### src/rtl/pvm_chk_pkg.sv
package pvm_chk_pkg;

    localparam int OPC_W = 8;
    localparam int REG_W = 4;
    localparam int OFF_W = 16;
    localparam int IMM_W = 32;
    localparam int INSN_W = OPC_W + 2 * REG_W + OFF_W + IMM_W;
    localparam int RSN_W = 3;

    typedef enum logic [RSN_W-1:0] {
        RSN_OK      = 3'd0,
        RSN_BAD_OP  = 3'd1,
        RSN_BAD_IMM = 3'd2,
        RSN_UNUSED  = 3'd3,
        RSN_BAD_REG = 3'd4
    } reason_e;

    typedef enum logic [2:0] {
        CLS_WIDE     = 3'd0,
        CLS_LOADR    = 3'd1,
        CLS_STIMM    = 3'd2,
        CLS_STREG    = 3'd3,
        CLS_ARITH32  = 3'd4,
        CLS_BRANCH   = 3'd5,
        CLS_BRANCH32 = 3'd6,
        CLS_ARITH64  = 3'd7
    } cls_e;

    typedef struct packed {
        logic [IMM_W-1:0] imm;
        logic [OFF_W-1:0] off;
        logic [REG_W-1:0] src;
        logic [REG_W-1:0] dst;
        logic [OPC_W-1:0] opc;
    } insn_t;

    // lowest-numbered failing rule wins
    function automatic reason_e rank(input logic bad_op, input logic bad_imm,
                                     input logic unused, input logic bad_reg);
        if (bad_op)       return RSN_BAD_OP;
        else if (bad_imm) return RSN_BAD_IMM;
        else if (unused)  return RSN_UNUSED;
        else if (bad_reg) return RSN_BAD_REG;
        return RSN_OK;
    endfunction

endpackage

### src/rtl/pvm_mem_rules.sv
module pvm_mem_rules
    import pvm_chk_pkg::*;
#(
    parameter int MAX_REG   = 10,
    parameter int FRAME_REG = 10
) (
    input  logic [OPC_W-1:0] opc,
    input  logic [REG_W-1:0] dst,
    input  logic [REG_W-1:0] src,
    input  logic [IMM_W-1:0] imm,
    output reason_e          reason
);
    localparam logic [2:0] MODE_PLAIN  = 3'd3;
    localparam logic [2:0] MODE_ATOMIC = 3'd6;
    localparam logic [1:0] SZ_WORD     = 2'd0;
    localparam logic [1:0] SZ_DWORD    = 2'd3;

    logic [2:0] mode;
    logic [1:0] size;
    cls_e       cls;
    logic       dst_hi, src_hi;
    logic       atom_imm_ok;
    logic       bad_op, bad_imm, unused, bad_reg;

    always_comb begin
        mode   = opc[7:5];
        size   = opc[4:3];
        cls    = cls_e'(opc[2:0]);
        dst_hi = int'(dst) > MAX_REG;
        src_hi = int'(src) > MAX_REG;

        atom_imm_ok = 1'b0;
        if (imm[IMM_W-1:8] == '0) begin
            unique case (imm[7:0])
                8'h00, 8'h01, 8'h40, 8'h41, 8'h50,
                8'h51, 8'ha0, 8'ha1, 8'he1, 8'hf1: atom_imm_ok = 1'b1;
                default:                           atom_imm_ok = 1'b0;
            endcase
        end

        bad_op  = 1'b0;
        bad_imm = 1'b0;
        unused  = 1'b0;
        bad_reg = 1'b0;
        unique case (cls)
            CLS_LOADR: begin
                bad_op  = (mode != MODE_PLAIN);
                unused  = (imm != '0);
                bad_reg = dst_hi || (int'(dst) == FRAME_REG) || src_hi;
            end
            CLS_STIMM: begin
                bad_op  = (mode != MODE_PLAIN);
                unused  = (src != '0);
                bad_reg = dst_hi;
            end
            CLS_STREG: begin
                if (mode == MODE_PLAIN) begin
                    unused = (imm != '0);
                end else if (mode == MODE_ATOMIC) begin
                    bad_op  = !(size == SZ_WORD || size == SZ_DWORD);
                    bad_imm = !atom_imm_ok;
                end else begin
                    bad_op = 1'b1;
                end
                bad_reg = dst_hi || src_hi;
            end
            default: ;
        endcase

        reason = rank(bad_op, bad_imm, unused, bad_reg);
    end

endmodule

### config.mk
export PLATFORM = sky130hd
export DESIGN_NAME = pvm_mem_rules
export DESIGN_NICKNAME = d
export VERILOG_FILES = /design/src/rtl/pvm_chk_pkg.sv /design/src/rtl/pvm_mem_rules.sv
export SDC_FILE = /design/constraint.sdc
export NUM_CORES = 1
export LEC_CHECK = 0
export BUFFER_PORTS_ARGS = -buffer_cell sky130_fd_sc_hd__buf_4
export CAP_MARGIN = 10
export CORE_AREA = 2 2 39 41
export DETAILED_ROUTE_END_ITERATION = 8
export DIE_AREA = 0 0 41 43
export PLACE_DENSITY = 0.73
export SYNTH_ARGS = -nofsm -noshare
export SYNTH_HDL_FRONTEND = slang
export SYNTH_SLANG_ARGS = --single-unit
### constraint.sdc
create_clock -name vclk -period 1.52
set_input_delay 0.152 -clock vclk [all_inputs]
set_output_delay 0.152 -clock vclk [all_outputs]
set_load 0.1 [all_outputs]
==> results_tabular.tex, run 1 <==
\begin{tabular}{lr}
\hline
Metric & Value \\
\hline
\multicolumn{2}{l}{\textbf{Detailed routing}} \\
Detail Route Antenna Nets & 0 \\
Count of TritonRoute iterations in the first routing pass & 3 \\
DRC errors left & 0 \\
Wire length per cell & 11.86 um \\
Routed via count & 645 \\
Detailed-route wire length & 1.482 mm \\
Number of design-rule violations left by the first detailed-router iteration & 4 \\
Via-to-Cell Ratio & 5.160 \\
\multicolumn{2}{l}{\textbf{Layout}} \\
Clock buf count & 0 \\
Count of placed standard cells in the final layout, fillers left out & 125 \\
Utilization of the core after routing & 0.6799 \\
Layout-stage area growth over the synthesis result & 196.1\% \\
Nets & 159 \\
Total non-filler cell area in the finished layout & 940.9 sq um \\
FF+latch count & 0 \\
\# diodes & 0 \\
Sequential standard cell area & 0 sq um \\
Fraction of final layout cells with drive strength greater than 1 & 0.7064 \\
\multicolumn{2}{l}{\textbf{Synthesis}} \\
Number of nets in the synthesized netlist & 98 \\
Cell types with the largest area share after synthesis & sky130\_fd\_sc\_hd\_\_nor4\_1 14\%, sky130\_fd\_sc\_hd\_\_nand2b\_1 5.9\%, sky130\_fd\_sc\_hd\_\_nand4b\_1 5.5\% \\
Number of warnings reported in the yosys synthesis log & 0 \\
Commonest cells post-synth & 7 x sky130\_fd\_sc\_hd\_\_nor4\_1, 3 x sky130\_fd\_sc\_hd\_\_a21oi\_1, 3 x sky130\_fd\_sc\_hd\_\_nand2\_1, 3 x sky130\_fd\_sc\_hd\_\_nand2b\_1, 3 x sky130\_fd\_sc\_hd\_\_nor2\_1 \\
Part of the Yosys area used for sequential elements & 0 \\
Count of cell types in the netlist & 30 \\
Netlist Area Pre-Place & 317.8 sq um \\
Area leader, netlist & sky130\_fd\_sc\_hd\_\_nor4\_1 \\
Most numerous cell in the Yosys netlist & sky130\_fd\_sc\_hd\_\_nor4\_1 \\
Post-synth top area share & 0.1378 \\
Synthesized area per cell & 6.356 sq um \\
Cells after Synth & 50 \\
\multicolumn{2}{l}{\textbf{Setup path}} \\
Critical path buffers and inverters & 2 \\
CP Class & in -> out \\
Startpoint Class & input port \\
Crit-path leading delay family & simple AND/OR/NAND/NOR gates \\
Type of element capturing the critical path & primary output \\
CP cell instances & buf\_6 -> nor2\_4 -> or4b\_4 -> or4\_4 -> a31o\_4 -> buf\_12 \\
Highest-delay cell along the critical path & sky130\_fd\_sc\_hd\_\_or4b\_4 \\
Endpoint arrival time on the critical path & 1670 ps \\
Required arrival time at the worst endpoint & 1370 ps \\
Largest stage delay on the critical path & 490 ps \\
Biggest fanout along the worst timing path & 2 \\
\multicolumn{2}{l}{\textbf{Outcome}} \\
Violations in the final reports & setup timing \\
Result of the run & complete, but fails checks \\
\multicolumn{2}{l}{\textbf{Global route}} \\
Pin count of the biggest net entering global routing & 8 \\
Overflow left after global routing & 0 \\
Via count of the first global-routing pass & 620 \\
Wire length of the first global-routing pass & 2.242 mm \\
Antenna violations before repair & 0 \\
Combined global-route utilization of all metal layers & 0.1748 \\
\multicolumn{2}{l}{\textbf{STA}} \\
RSZ-0062 raised after global routing & yes \\
Count of final max-slew check failures & 0 \\
Final Setup Violations & 3 \\
Hold Fails Final Rpt & 0 \\
Setup TNS Final & -645.1 ps \\
Final worst-path setup slack & -298.4 ps \\
Worst hold margin & 676.8 ps \\
Share of the cycle needed by the critical path after routing & 1.196 \\
Fin crit period & 1818 ps \\
Highest attainable clock frequency & 0.5499 GHz \\
Transition time at the pin with the least slew margin & 311.7 ps \\
Remaining max-slew budget at the tightest pin & 0.7922 \\
\multicolumn{2}{l}{\textbf{Power and ir drop}} \\
Clock share of power & 0 \\
Share of total power consumed by net switching & 0.4450 \\
Pint & 0.1671 mW \\
Fraction of power consumed by combinational cells & 1.000 \\
Total power density per cell area & 319.9 mW/mm\^{}2 \\
Share of total power in sequential cells & 0 \\
Leakage Power & 0.4231 nW \\
Post-layout total power & 0.3010 mW \\
Power dissipated by switching net loads & 0.1339 mW \\
VDD IR-drop max & 0.0001742 V \\
\multicolumn{2}{l}{\textbf{Floorplanning}} \\
X dimension of the die & 41 um \\
Die footprint & 0.001763 sq mm \\
Area of the core region & 0.001384 sq mm \\
I/O pin count & 51 \\
Starting Density & 0.2297 \\
Site row count & 14 \\
Die Y & 43 um \\
\multicolumn{2}{l}{\textbf{Placed design}} \\
Final HPWL DP & 1.243 mm \\
Final weighted congestion in routability-driven placement & 0.6773 \\
Worst setup slack before clock tree synthesis & -381.0 ps \\
Number of input and output port buffers inserted & 51 \\
Count of placed standard cells including taps & 121 \\
Placed Instance Area & 809.5 sq um \\
\multicolumn{2}{l}{\textbf{Min path}} \\
Min-delay worst type & in -> out \\
\multicolumn{2}{l}{\textbf{Run}} \\
Number of max-cap violations & 0 \\
\multicolumn{2}{l}{\textbf{Clock tree}} \\
Hold Buf Count CTS & 0 \\
\hline
\end{tabular}
==> final cells by class <==
class,instances,area (sq um)
fill,130,442.9
inverter,2,7.507
multi-input combinational,47,422.9
tap,16,20.02
timing repair buffer,60,490.5
==> metal layers <==
| metal | GRT usage | share of wire | vias to the layer above |
|---|---|---|---|
| met3 | 0 | 0.085 | 0 |
| met5 | 0 | 0 | - |
| li1 | - | - | 320 |
| met2 | 0.4000 | 0.60 | 32 |
| met4 | 0 | 0 | 0 |
| met1 | 0.1487 | 0.32 | 293 |
==> repair_timing <==
item | CTS | global route
gates resized for setup | 15 | 6
setup buffers | 4 | 0
pin swaps | 3 | 4
setup endpoints to repair | 3 | 3
endpoints found under the hold margin | 0 | 0
==> power by group through the flow <==
stage / Clock, mW / Combinational (mW) / Sequential (mW)
2_1_floorplan: 0 / 0.121 / 0
4_1_cts: 0 / 0.294 / 0
3_5_place_dp: 0 / 0.253 / 0
6_report: 0 / 0.301 / 0
3_3_place_gp: 0 / 0.248 / 0
5_1_grt: 0 / 0.320 / 0
==> logic make-up (layout without fill, tap and decap cells) <==
family	count (synthesis)	in the layout	share of synthesized area
AO/OA/AOI/OAI	15	15	0.3189
XOR/XNOR	1	1	0.02756
AND/OR/NAND/NOR	31	31	0.6181
buffers and inverters	3	62	0.03543
==> final timing paths <==
kind | from | depth (start not counted) | endpoint | slack [ps]
min | opc[2] | 3 | reason[2] | 680
max | imm[5] | 6 | reason[0] | -300
==> layout by cell type (no fill, tap or decap), types with 2 or more instances in the layout <==
cell type / netlist / final
sky130_fd_sc_hd__a21o_1: 2 / 2
sky130_fd_sc_hd__a21oi_1: 3 / 2
sky130_fd_sc_hd__buf_12: 0 / 2
sky130_fd_sc_hd__buf_4: 0 / 54
sky130_fd_sc_hd__buf_6: 0 / 4
sky130_fd_sc_hd__inv_1: 2 / 2
sky130_fd_sc_hd__nand2_1: 3 / 3
sky130_fd_sc_hd__nand2b_1: 3 / 2
sky130_fd_sc_hd__nand4b_1: 2 / 2
sky130_fd_sc_hd__nor2_1: 3 / 2
sky130_fd_sc_hd__nor4_1: 7 / 4
sky130_fd_sc_hd__nor4_2: 1 / 2
sky130_fd_sc_hd__nor4_4: 0 / 2
(Power assumes the default switching activity.)
==> run 2: changes to the inputs <==
- PLACE_DENSITY: 0.73 -> 0.7
- clock period: 1.52 -> 2.2 ns (I/O delays scaled with it)
==> run 2 against run 1 <==
Compared with the run above:
- the flow now finishes without violations
- critical path depth did not move
- via count fell by 9.6%
- global-route usage fell by 1.5 points
- setup slack improved by 410 ps
- combinational power fell by 48%
- critical path type unchanged
- largest power group unchanged
- highest routed layer is now met4
==> results_tabular.tex, run 2 (synthesized netlist as in run 1, its figures left out) <==
\begin{tabular}{lr}
\hline
Metric & Value \\
\hline
\multicolumn{2}{l}{\textbf{Floorplanning}} \\
Site row count & 14 \\
Starting Density & 0.2297 \\
X dimension of the die & 41 um \\
I/O pin count & 51 \\
Area of the core region & 0.001384 sq mm \\
Die Y & 43 um \\
Die footprint & 0.001763 sq mm \\
\multicolumn{2}{l}{\textbf{STA}} \\
Share of the cycle needed by the critical path after routing & 0.9506 \\
Final Setup Violations & 0 \\
Transition time at the pin with the least slew margin & 337.3 ps \\
Final worst-path setup slack & 108.8 ps \\
Setup TNS Final & 0 ps \\
Hold Fails Final Rpt & 0 \\
Count of final max-slew check failures & 0 \\
Highest attainable clock frequency & 0.4782 GHz \\
Remaining max-slew budget at the tightest pin & 0.7751 \\
Worst hold margin & 831.8 ps \\
Fin crit period & 2091 ps \\
RSZ-0062 raised after global routing & no \\
\multicolumn{2}{l}{\textbf{Global route}} \\
Via count of the first global-routing pass & 584 \\
Antenna violations before repair & 0 \\
Overflow left after global routing & 0 \\
Combined global-route utilization of all metal layers & 0.1598 \\
Wire length of the first global-routing pass & 2.139 mm \\
Pin count of the biggest net entering global routing & 10 \\
\multicolumn{2}{l}{\textbf{Power and ir drop}} \\
Total power density per cell area & 212.2 mW/mm\^{}2 \\
Leakage Power & 0.3399 nW \\
VDD IR-drop max & 0.0001340 V \\
Post-layout total power & 0.1559 mW \\
\multicolumn{2}{l}{\textbf{Clock tree}} \\
Quantity of gates resized following cts & 0 \\
Hold Buf Count CTS & 0 \\
Setup Buffers After CTS & 0 \\
\multicolumn{2}{l}{\textbf{Setup path}} \\
CP Class & in -> out \\
Crit path top cell by count & sky130\_fd\_sc\_hd\_\_buf\_4 \\
CP cell instances & buf\_4 -> nor2\_2 -> or4b\_1 -> or4\_1 -> a31o\_1 -> buf\_4 \\
Type of element capturing the critical path & primary output \\
Largest stage delay on the critical path & 520 ps \\
Crit-path leading delay family & simple AND/OR/NAND/NOR gates \\
Critical path buffers and inverters & 2 \\
Required arrival time at the worst endpoint & 1980 ps \\
Biggest fanout along the worst timing path & 2 \\
Highest-delay cell along the critical path & sky130\_fd\_sc\_hd\_\_or4\_1 \\
Startpoint Class & input port \\
Endpoint arrival time on the critical path & 1870 ps \\
\multicolumn{2}{l}{\textbf{Layout}} \\
Count of placed standard cells in the final layout, fillers left out & 116 \\
Sequential standard cell area & 0 sq um \\
Most common cell after layout, fill and taps aside & sky130\_fd\_sc\_hd\_\_buf\_4 \\
Nets & 150 \\
Fraction of final layout cells with drive strength greater than 1 & 0.5700 \\
Layout-stage area growth over the synthesis result & 131.1\% \\
FF+latch count & 0 \\
\# diodes & 0 \\
Clock buf count & 0 \\
Most frequent cells in the layout & 51 x sky130\_fd\_sc\_hd\_\_buf\_4, 6 x sky130\_fd\_sc\_hd\_\_nor4\_1 \\
\multicolumn{2}{l}{\textbf{Outcome}} \\
Result of the run & complete, no violations \\
\multicolumn{2}{l}{\textbf{Placed design}} \\
Worst setup slack before clock tree synthesis & 103.5 ps \\
Final HPWL DP & 1.123 mm \\
Final weighted congestion in routability-driven placement & 0.7963 \\
Number of input and output port buffers inserted & 51 \\
Count of placed standard cells including taps & 116 \\
\multicolumn{2}{l}{\textbf{Detailed routing}} \\
Detail Route Antenna Nets & 0 \\
Via-to-Cell Ratio & 5.026 \\
Routed via count & 583 \\
Number of design-rule violations left by the first detailed-router iteration & 5 \\
Detailed-route wire length & 1.218 mm \\
DRC errors left & 0 \\
Wire length per cell & 10.50 um \\
Count of TritonRoute iterations in the first routing pass & 4 \\
\multicolumn{2}{l}{\textbf{Run}} \\
Number of max-cap violations & 0 \\
\multicolumn{2}{l}{\textbf{Min path}} \\
Min-delay worst type & in -> out \\
\hline
\end{tabular}
[run 2: cell types whose count changed in the layout (fill, tap and decap cells not counted), sizes merged]
cell | before | now
buf | 60 | 51
[run 2: layout make-up]
cell class | count | area (sq um)
fillers | 139 | 649.4
inverters | 2 | 7.507
multi-input cells | 47 | 324.1
well taps | 16 | 20.02
repair buffers | 51 | 382.9
[run 2: metal layers]
metal | vias to the layer above | GRT usage | routed length (um)
met2 | 26 | 0.2844 | 644
met3 | 2 | 0.01571 | 105
met1 | 253 | 0.2025 | 460
met5 | - | 0 | 0
met4 | 0 | 0.01333 | 8
li1 | 302 | - | -
[run 2: per-stage QoR]
step	instance area, sq um	util
after floorplan	335.3	-
after global placement	734.5	0.5307
after detailed placement	734.5	0.5307
after CTS	734.5	0.5307
after global routing	734.5	0.5307
final	734.5	0.5307
[run 2: path summary, 6_finish.rpt]
check | slack, ps | cells after the start | endpoint | startpoint
worst min-delay path | 830 | 3 | reason[2] | opc[2]
worst max-delay path | 110 | 6 | reason[0] | imm[5]
[run 2: power by group]
group	internal, mW	leakage [nW]	switching [mW]
Combinational	0.0812	0.340	0.0747
Sequential	0	0	0
Clock	0	0	0
Total	0.0812	0.340	0.0747
==> run 3: changes to the inputs <==
- ABC_AREA: default -> 1
- ABC_CLOCK_PERIOD_IN_PS: default -> 2200
- PLACE_DENSITY: 0.7 -> 0.72
==> run 3 against run 2 <==
Compared with the run above:
- count of clock-buffer cells in the layout is the same
- cell count grew 25%
- global-route usage shrank 1.7 points
- combinational power is essentially flat
- flip-flop and latch count is the same
- largest power group unchanged
- highest routed layer is now met3
==> results_tabular.tex, run 3 <==
\begin{tabular}{lr}
\hline
Metric & Value \\
\hline
\multicolumn{2}{l}{\textbf{Floorplanning}} \\
Die Y & 43 um \\
I/O pin count & 51 \\
Site row count & 14 \\
X dimension of the die & 41 um \\
Die footprint & 0.001763 sq mm \\
Starting Density & 0.2477 \\
Area of the core region & 0.001384 sq mm \\
\multicolumn{2}{l}{\textbf{Detailed routing}} \\
Routed via count & 638 \\
Wire length per cell & 8.359 um \\
Detailed-route wire length & 1.212 mm \\
Number of design-rule violations left by the first detailed-router iteration & 14 \\
DRC errors left & 0 \\
Count of TritonRoute iterations in the first routing pass & 4 \\
Detail Route Antenna Nets & 0 \\
Via-to-Cell Ratio & 4.400 \\
\multicolumn{2}{l}{\textbf{Min path}} \\
Worst-case hold path end point & reason[1] \\
Cell depth of the worst hold path & 6 \\
Min-delay worst type & in -> out \\
Worst hold start & opc[7] \\
\multicolumn{2}{l}{\textbf{Global route}} \\
Antenna violations before repair & 0 \\
Wire length of the first global-routing pass & 1.911 mm \\
Combined global-route utilization of all metal layers & 0.1429 \\
Via count of the first global-routing pass & 546 \\
Overflow left after global routing & 0 \\
Pin count of the biggest net entering global routing & 5 \\
\multicolumn{2}{l}{\textbf{STA}} \\
Count of final max-slew check failures & 0 \\
Transition time at the pin with the least slew margin & 284.4 ps \\
Fin crit period & 1625 ps \\
Hold Fails Final Rpt & 0 \\
RSZ-0062 raised after global routing & no \\
Highest attainable clock frequency & 0.6155 GHz \\
Remaining max-slew budget at the tightest pin & 0.8119 \\
Share of the cycle needed by the critical path after routing & 0.7385 \\
Final Setup Violations & 0 \\
Final worst-path setup slack & 575.3 ps \\
Setup TNS Final & 0 ps \\
\multicolumn{2}{l}{\textbf{Clock tree}} \\
Hold Buf Count CTS & 0 \\
Quantity of gates resized following cts & 0 \\
Setup Buffers After CTS & 0 \\
\multicolumn{2}{l}{\textbf{Synthesis}} \\
Number of warnings reported in the yosys synthesis log & 0 \\
Area leader, netlist & sky130\_fd\_sc\_hd\_\_nor2\_1 \\
Most numerous cell in the Yosys netlist & sky130\_fd\_sc\_hd\_\_nor2\_1 \\
Part of the Yosys area used for sequential elements & 0 \\
Count of cell types in the netlist & 13 \\
Xor and xnor fraction of the mapped netlist area & 0 \\
Commonest cells post-synth & 28 x sky130\_fd\_sc\_hd\_\_nor2\_1, 18 x sky130\_fd\_sc\_hd\_\_nand2\_1, 9 x sky130\_fd\_sc\_hd\_\_inv\_1 \\
Cell types with the largest area share after synthesis & sky130\_fd\_sc\_hd\_\_nor2\_1 31\%, sky130\_fd\_sc\_hd\_\_nand2\_1 20\%, sky130\_fd\_sc\_hd\_\_inv\_1 9.9\% \\
Number of nets in the synthesized netlist & 126 \\
Largest family of logic cells by synthesized area & simple AND/OR/NAND/NOR gates \\
Synthesized area per cell & 4.395 sq um \\
Cells after Synth & 78 \\
Post-synth top area share & 0.3066 \\
Netlist Area Pre-Place & 342.8 sq um \\
Post-synthesis share of cell area spent on and, or, nand and nor gates & 0.7007 \\
Adder-cell area share of the yosys netlist & 0 \\
Proportion of synthesized area in mux cells & 0 \\
Complex-gate fraction of the synthesized area & 0.2007 \\
\multicolumn{2}{l}{\textbf{Layout}} \\
Layout filler cell count & 159 \\
Layout-stage area growth over the synthesis result & 119.3\% \\
Sequential standard cell area & 0 sq um \\
Fraction of final layout cells with drive strength greater than 1 & 0.4419 \\
Most frequent cells in the layout & 51 x sky130\_fd\_sc\_hd\_\_buf\_4, 27 x sky130\_fd\_sc\_hd\_\_nor2\_1, 18 x sky130\_fd\_sc\_hd\_\_nand2\_1, 9 x sky130\_fd\_sc\_hd\_\_inv\_1, 6 x sky130\_fd\_sc\_hd\_\_o21ai\_0 \\
Area occupied by multi-input gates & 315.3 sq um \\
Most common cell after layout, fill and taps aside & sky130\_fd\_sc\_hd\_\_buf\_4 \\
Nets & 179 \\
Clock buf count & 0 \\
FF+latch count & 0 \\
\# diodes & 0 \\
\multicolumn{2}{l}{\textbf{Setup path}} \\
Highest-delay cell along the critical path & sky130\_fd\_sc\_hd\_\_buf\_4 \\
Biggest fanout along the worst timing path & 3 \\
Type of element capturing the critical path & primary output \\
Largest stage delay on the critical path & 290 ps \\
Crit path top cell by count & sky130\_fd\_sc\_hd\_\_nor2\_1 \\
CP cell instances & buf\_4 -> nor2\_1 -> nand2\_1 -> nor2\_1 -> nand2\_1 -> nor2\_1 -> nor2\_1 -> nor2\_2 -> nand2\_1 -> nor2\_2 -> buf\_4 \\
CP Class & in -> out \\
Startpoint Class & input port \\
Endpoint arrival time on the critical path & 1400 ps \\
Required arrival time at the worst endpoint & 1980 ps \\
\multicolumn{2}{l}{\textbf{Outcome}} \\
Result of the run & complete, no violations \\
\multicolumn{2}{l}{\textbf{Power and ir drop}} \\
Post-layout total power & 0.1531 mW \\
VDD IR-drop max & 0.0001889 V \\
Total power density per cell area & 203.6 mW/mm\^{}2 \\
Leakage Power & 0.4058 nW \\
\multicolumn{2}{l}{\textbf{Run}} \\
Number of max-cap violations & 0 \\
\multicolumn{2}{l}{\textbf{Placed design}} \\
Number of input and output port buffers inserted & 51 \\
Final HPWL DP & 1.120 mm \\
Final weighted congestion in routability-driven placement & 0.6877 \\
Worst setup slack before clock tree synthesis & 575.1 ps \\
\hline
\end{tabular}
run 3: cell count changes after synthesis, sizes merged, moves of 4 or more:
cell | previous run | this run
inv | 2 | 9
nand3 | 1 | 5
o21ai | 2 | 6
nor2 | 4 | 30
nand2 | 3 | 18
nor4 | 8 | 0
run 3: layout make-up:
type,instances,share of cell area
Inverter,9,0.04493
Multi-Input combinational cell,69,0.4193
Tap cell,16,0.02662
Timing Repair Buffer,51,0.5092
run 3: how the worst max path moves through the flow:
stage	slack, ps	startpoint	endpoint	cells past startpoint
after floorplan	350	opc[4]	reason[2]	6
after global placement	580	imm[5]	reason[2]	11
after detailed placement	580	imm[13]	reason[2]	11
after CTS	570	imm[5]	reason[2]	11
after global routing	400	imm[3]	reason[2]	11
final	580	imm[5]	reason[2]	11
run 3: kinds of logic after synthesis:
| kind of cell | after synthesis |
|---|---|
| AND/OR/NAND/NOR | 57 |
| AO/OA/AOI/OAI | 12 |
| buffers and inverters | 9 |
run 3: per-layer routing:
metal  global-route usage  vias up  wire [um]  part of all wire
met3              0.01571        0        143              0.12
met4              0.01333        0          0                 0
li1                     -      348          -                 -
met1               0.1677      262        466              0.38
met2               0.2656       28        602              0.50
met5                    0        -          0                 0
run 3: per-stage QoR:
stage | utilization | cell area, sq um | cells | hold WS (ps)
finish | 0.5434 | 752.0 | 145 | 1032
global route | 0.5434 | 752.0 | 145 | 1087
CTS | 0.5434 | 752.0 | 145 | 1041
detailed placement | 0.5434 | 752.0 | 145 | 1040
global placement | 0.5434 | 752.0 | 145 | 1035
floorplan | - | 349.1 | 78 | 851.1
run 3: report_power, final:
part           internal, mW  total (mW)  switching (mW)
Combinational        0.0765       0.153          0.0766
Clock                     0           0               0
Sequential                0           0               0
Total                0.0765       0.153          0.0766
run 3: critical path, delay by kind of cell:
kind | cells | cell delay, ps
AND/OR/NAND/NOR | 9 | 790
buffers and inverters | 2 | 400
